**src/rtl/pll_div_pkg.sv**
```systemverilog
package pll_div_pkg;

    localparam int REF_CNT_W   = 11;
    localparam int RATIO_MODE0 = 640;
    localparam int RATIO_MODE1 = 2048;
    localparam int RATIO_MODE2 = 1024;
    localparam int RATIO_MODE3 = 1280;
    localparam int RATIO_MODE4 = 512;

    typedef enum logic {
        FB_RUN   = 1'b0,
        FB_ARMED = 1'b1
    } fb_state_e;

    // Reload value (ratio minus one) for a mode code; unused codes fall back to mode 2
    function automatic logic [REF_CNT_W-1:0] ref_reload(input logic [2:0] code);
        int r;
        case (code)
            3'd0:    r = RATIO_MODE0;
            3'd1:    r = RATIO_MODE1;
            3'd3:    r = RATIO_MODE3;
            3'd4:    r = RATIO_MODE4;
            default: r = RATIO_MODE2;
        endcase
        return REF_CNT_W'(r - 1);
    endfunction

endpackage

```
**src/rtl/pll_ref_div.sv**
```systemverilog
module pll_ref_div
    import pll_div_pkg::*;
(
    input  logic       clk,
    input  logic       rst_n,
    input  logic       tick,
    input  logic [2:0] mode,
    output logic       pulse,
    output logic       half
);

    logic [REF_CNT_W-1:0] cnt;
    logic                 tc;

    assign tc = tick && (cnt == '0);

    // count register: reload picks the ratio for the mode seen at terminal count
    always_ff @(posedge clk) begin
        if (!rst_n) begin
            cnt <= '0;
        end else if (tc) begin
            cnt <= ref_reload(mode);
        end else if (tick) begin
            cnt <= cnt - 1'b1;
        end
    end

    // outputs
    always_ff @(posedge clk) begin
        if (!rst_n) begin
            pulse <= 1'b0;
            half  <= 1'b0;
        end else begin
            pulse <= tc;
            if (tc) begin
                half <= ~half;
            end
        end
    end

endmodule

```
**src/rtl/pll_word_fmt.sv**
```systemverilog
module pll_word_fmt #(
    parameter int DIV_W   = 15,
    parameter int DIV_MIN = 2
) (
    input  logic [DIV_W-1:0] word,
    input  logic             long_frame,
    output logic [DIV_W-1:0] divisor
);

    logic [DIV_W-1:0] masked;

    always_comb begin
        masked = word;
        if (!long_frame) begin
            masked[DIV_W-1] = 1'b0;
        end
        if (masked < DIV_W'(DIV_MIN)) begin
            divisor = DIV_W'(DIV_MIN);
        end else begin
            divisor = masked;
        end
    end

endmodule

```
**src/rtl/pll_fb_div.sv**
```systemverilog
module pll_fb_div
    import pll_div_pkg::*;
#(
    parameter int DIV_W   = 15,
    parameter int DIV_MIN = 2
) (
    input  logic             clk,
    input  logic             rst_n,
    input  logic             tick,
    input  logic             load,
    input  logic [DIV_W-1:0] new_div,
    output logic             pulse,
    output logic             half
);

    fb_state_e        state, state_nx;
    logic [DIV_W-1:0] cnt;
    logic [DIV_W-1:0] active;
    logic [DIV_W-1:0] pending;
    logic [DIV_W-1:0] reload_val;
    logic             tc;

    assign tc = tick && (cnt == '0);

    always_comb begin
        state_nx   = state;
        reload_val = active;
        unique case (state)
            FB_RUN: begin
                if (load && !tc) begin
                    state_nx = FB_ARMED;           // LOAD
                end
                if (load) begin
                    reload_val = new_div;          // DIRECT when tc
                end
            end
            FB_ARMED: begin
                if (tc) begin
                    state_nx = FB_RUN;             // SWAP
                end
                reload_val = load ? new_div : pending;  // REFRESH wins
            end
        endcase
    end

    // state register
    always_ff @(posedge clk) begin
        if (!rst_n) begin
            state   <= FB_RUN;
            cnt     <= '0;
            active  <= DIV_W'(DIV_MIN);
            pending <= DIV_W'(DIV_MIN);
        end else begin
            state <= state_nx;
            if (load) begin
                pending <= new_div;
            end
            if (tc) begin
                active <= reload_val;
                cnt    <= reload_val - 1'b1;
            end else if (tick) begin
                cnt <= cnt - 1'b1;
            end
        end
    end

    // outputs
    always_ff @(posedge clk) begin
        if (!rst_n) begin
            pulse <= 1'b0;
            half  <= 1'b0;
        end else begin
            pulse <= tc;
            if (tc) begin
                half <= ~half;
            end
        end
    end

endmodule

```
**src/rtl/pll_div_chain.sv**
```systemverilog
module pll_div_chain #(
    parameter int DIV_W   = 15,
    parameter int DIV_MIN = 2
) (
    input  logic             clk,
    input  logic             rst_n,
    input  logic             ref_tick,
    input  logic             vco_tick,
    input  logic [2:0]       mode,
    input  logic [DIV_W-1:0] div_word,
    input  logic             div_long,
    input  logic             div_load,
    output logic             fcomp_pulse,
    output logic             fcomp_half,
    output logic             fpd_pulse,
    output logic             fpd_half
);

    logic [DIV_W-1:0] fmt_div;

    pll_ref_div u_ref (
        .clk   (clk),
        .rst_n (rst_n),
        .tick  (ref_tick),
        .mode  (mode),
        .pulse (fcomp_pulse),
        .half  (fcomp_half)
    );

    pll_word_fmt #(.DIV_W(DIV_W), .DIV_MIN(DIV_MIN)) u_fmt (
        .word       (div_word),
        .long_frame (div_long),
        .divisor    (fmt_div)
    );

    pll_fb_div #(.DIV_W(DIV_W), .DIV_MIN(DIV_MIN)) u_fb (
        .clk     (clk),
        .rst_n   (rst_n),
        .tick    (vco_tick),
        .load    (div_load),
        .new_div (fmt_div),
        .pulse   (fpd_pulse),
        .half    (fpd_half)
    );

endmodule

```
**config.mk**
```make
export PLATFORM = sky130hd
export DESIGN_NAME = pll_div_chain
export DESIGN_NICKNAME = d
export VERILOG_FILES = /design/src/rtl/pll_div_pkg.sv /design/src/rtl/pll_ref_div.sv /design/src/rtl/pll_word_fmt.sv /design/src/rtl/pll_fb_div.sv /design/src/rtl/pll_div_chain.sv
export SDC_FILE = /design/constraint.sdc
export NUM_CORES = 1
export LEC_CHECK = 0
export ABC_AREA = 0
export CORE_AREA = 5 5 104 106
export CTS_CLUSTER_SIZE = 20
export DETAILED_ROUTE_END_ITERATION = 12
export DIE_AREA = 0 0 109 111
export GPL_ROUTABILITY_DRIVEN = 0
export PLACE_DENSITY = 0.57
export SYNTH_ARGS = -nofsm -noshare
export SYNTH_HDL_FRONTEND = slang
export SYNTH_SLANG_ARGS = --single-unit
```
**constraint.sdc**
```tcl
create_clock -name clk -period 4.65 [get_ports clk]
set_input_delay 0.93 -clock clk [delete_from_list [all_inputs] [get_ports clk]]
set_output_delay 0.93 -clock clk [all_outputs]
set_load 0.005 [all_outputs]
```
==> metrics.txt <==
EDFF count, synth=0; Crit path required time=4880 ps; number of global-route vias before repair=2740; Ant. Diodes=0; Vias/cell=5.16; row count=36; crit path capture type=flop; Fin. Hold Viols=0; CP Max Fanout=6; Synth Register Bits=61; DR iter-0 viols=182; core box area=9680 sq um; gr ovfl total=0; sequential cell area fraction in the yosys report=36.9%; Starting Density=34.2%; die width=109 um; static leakage=0.00145 uW; CP Launch Type=primary input; max-cap violation count=0; H-tree Lvls=3; antenna-violating nets left=0; final wirelength=7.92 mm; fin crit share=86.4%; RSZ-0062 raised after global routing=false; f_max=249 MHz; Worst slew margin=49.2%; fin util=40.5%; post-synth top area cell=dfxtp_1; Post-Syn Nets=431; nets@finish=456; critical path class=primary input to flop; DIE AREA=12100 sq um; CTS Hold Buffers Added=0; Syn Area/Cell=8.19 sq um; Arr. time, crit path=4240 ps; Worst-path clk slew=70 ps; Peak supply drop=0.170 mV; skew final=11.0 ps; die height=111 um; max-slew violations=0; pin count of the biggest net entering global routing=45; root buffer cell=clkbuf_8; clock sink count=61; ys flop type=dfxtp_1; post-DP HPWL=5.68 mm; clock buffer depth=2; PwrDens=537 nW/um^2; Fin Setup TNS=0 ps; Worst-Margin Slew=755 ps; port buffer count=27; cell count after synthesis=404; clk_lat worst skew=340 ps; first-pass GRT wire length=13.4 mm; drt wl/cell=14.0 um; Mapped Area=3310 sq um; vias=2913; synth unique cells=49; share of layout cells above drive strength 1=7.64%; ys async rst share=0%; area grow syn2layout=18.4%; CTS tree=done; drc violations=0; setup violators final=0; # IOs=28; Synth area leaders=dfxtp_1, a21boi_0, nand2_1; status=finished, final reports clean; fin crit period=4020 ps; Post-CTS Setup Bufs=0; initial antenna violation count=0; Pre-antenna DRT Iters=4; top-area cell type share of the netlist area=36.9%; Finished Cell Area=3920 sq um; total track usage=13.7%; YS warnings=0; Hold Crit Class=flop to flop; cell area after placement=3730 sq um; CTS buffer count=9; Post-CTS Resized=0
==> worst max-delay path, stage by stage <==
cell and delay (ps):
clkdlybuf4s50_1 490, nor4b_1 340, nand4_1 200, nor3_1 300
or2_2 170, ha_1 180, nand2b_1 80, or2_2 300
nor2_1 140, a31oi_1 240, nor4_1 410, a21boi_0 150
o31a_1 300
==> cell families (layout without fill, tap and decap cells) <==
logic type	after synthesis	count (layout)	share of synthesized area [%]
compound gates	105	105	21.4
simple gates	179	179	29.2
buf+inv	29	57	3.40
flops	61	61	36.9
xor+xnor	8	8	2.12
mux	19	19	5.82
fa+ha+maj	3	3	1.13
==> state kept, by name, indices dropped and copies added (netlist names) <==
signal	flops
u_fb.pending	15
u_fb.cnt	15
u_ref.half	1
u_fb.active	15
u_fb.state	1
u_fb.pulse	1
u_ref.cnt	11
u_fb.half	1
u_ref.pulse	1
==> layer usage <==
| metal | part of all wire [%] | vias up | track usage [%] |
|---|---|---|---|
| met3 | 4.5 | 2 | 2.45 |
| li1 | - | 1492 | - |
| met2 | 44 | 52 | 20.8 |
| met4 | 0.62 | 0 | 5.56 |
| met5 | 0 | - | 0 |
| met1 | 51 | 1367 | 19.1 |
==> layout by cell type, fill, tap and decap left out, types with 4 or more instances in the layout <==
cell,count
nand3_1,8
a21boi_0,33
o21a_1,13
nor2b_1,8
nor3_1,14
mux2i_1,17
nor4_1,10
or4_1,4
inv_1,5
and4b_1,4
clkbuf_8,10
nand2b_1,17
o31a_1,5
and2_1,10
dfxtp_1,61
a21oi_1,10
nor2_1,27
o21ai_0,26
xnor2_1,5
clkdlybuf4s50_1,26
buf_4,11
nand2_1,52
or3_1,5
==> cell type report <==
| class | instances | area (sq um) |
|---|---|---|
| inverters | 5 | 18.8 |
| clock buffers | 10 | 138 |
| repair buffers | 38 | 348 |
| clock inverters | 4 | 50.0 |
| multi-input cells | 314 | 1980 |
| fillers | 993 | 5770 |
| well taps | 133 | 166 |
| flip-flops and latches | 61 | 1220 |
==> cells in the mapped netlist (all sizes together) (3+ instances only) <==
cell type	instances
nand2b	17
clkbuf	20
nor3	14
o21a	13
a21oi	10
xor2	3
or2	3
nor2	27
or4	4
a21boi	33
inv	5
dfxtp	61
mux2i	17
and2	10
ha	3
nor2b	8
and4b	4
nand2	52
nand3	8
o31a	5
buf	4
or3	5
nor4	12
o21ai	28
xnor2	5
and3	3
==> where the power goes <==
group	leakage [uW]	internal (uW)	switching [uW]
clock network	0.0000902	255	199
registers	0.000499	638	114
logic	0.000856	401	498
==> metrics by stage <==
stage                     power [uW]  instances  worst slack [ps]  hold WS [ps]
after floorplan                 1410        404               736           433
after global placement          1640        551               403           448
after detailed placement        1650        551               339           456
after CTS                       2120        565               679           465
after global routing            2270        565               376           486
final                           2100        565               633           460
==> final timing paths <==
check            startpoint             end  slack (ps)  cells after the start
max reg2reg     u_fb.cnt[1]    u_fb.cnt[14]        1160                     12
min reg2reg  u_fb.active[3]  u_fb.active[3]         460                      2
min          u_fb.active[3]  u_fb.active[3]         460                      2
max                vco_tick    u_fb.cnt[14]         630                     13
Note: power is estimated with default switching activity, not from simulation.
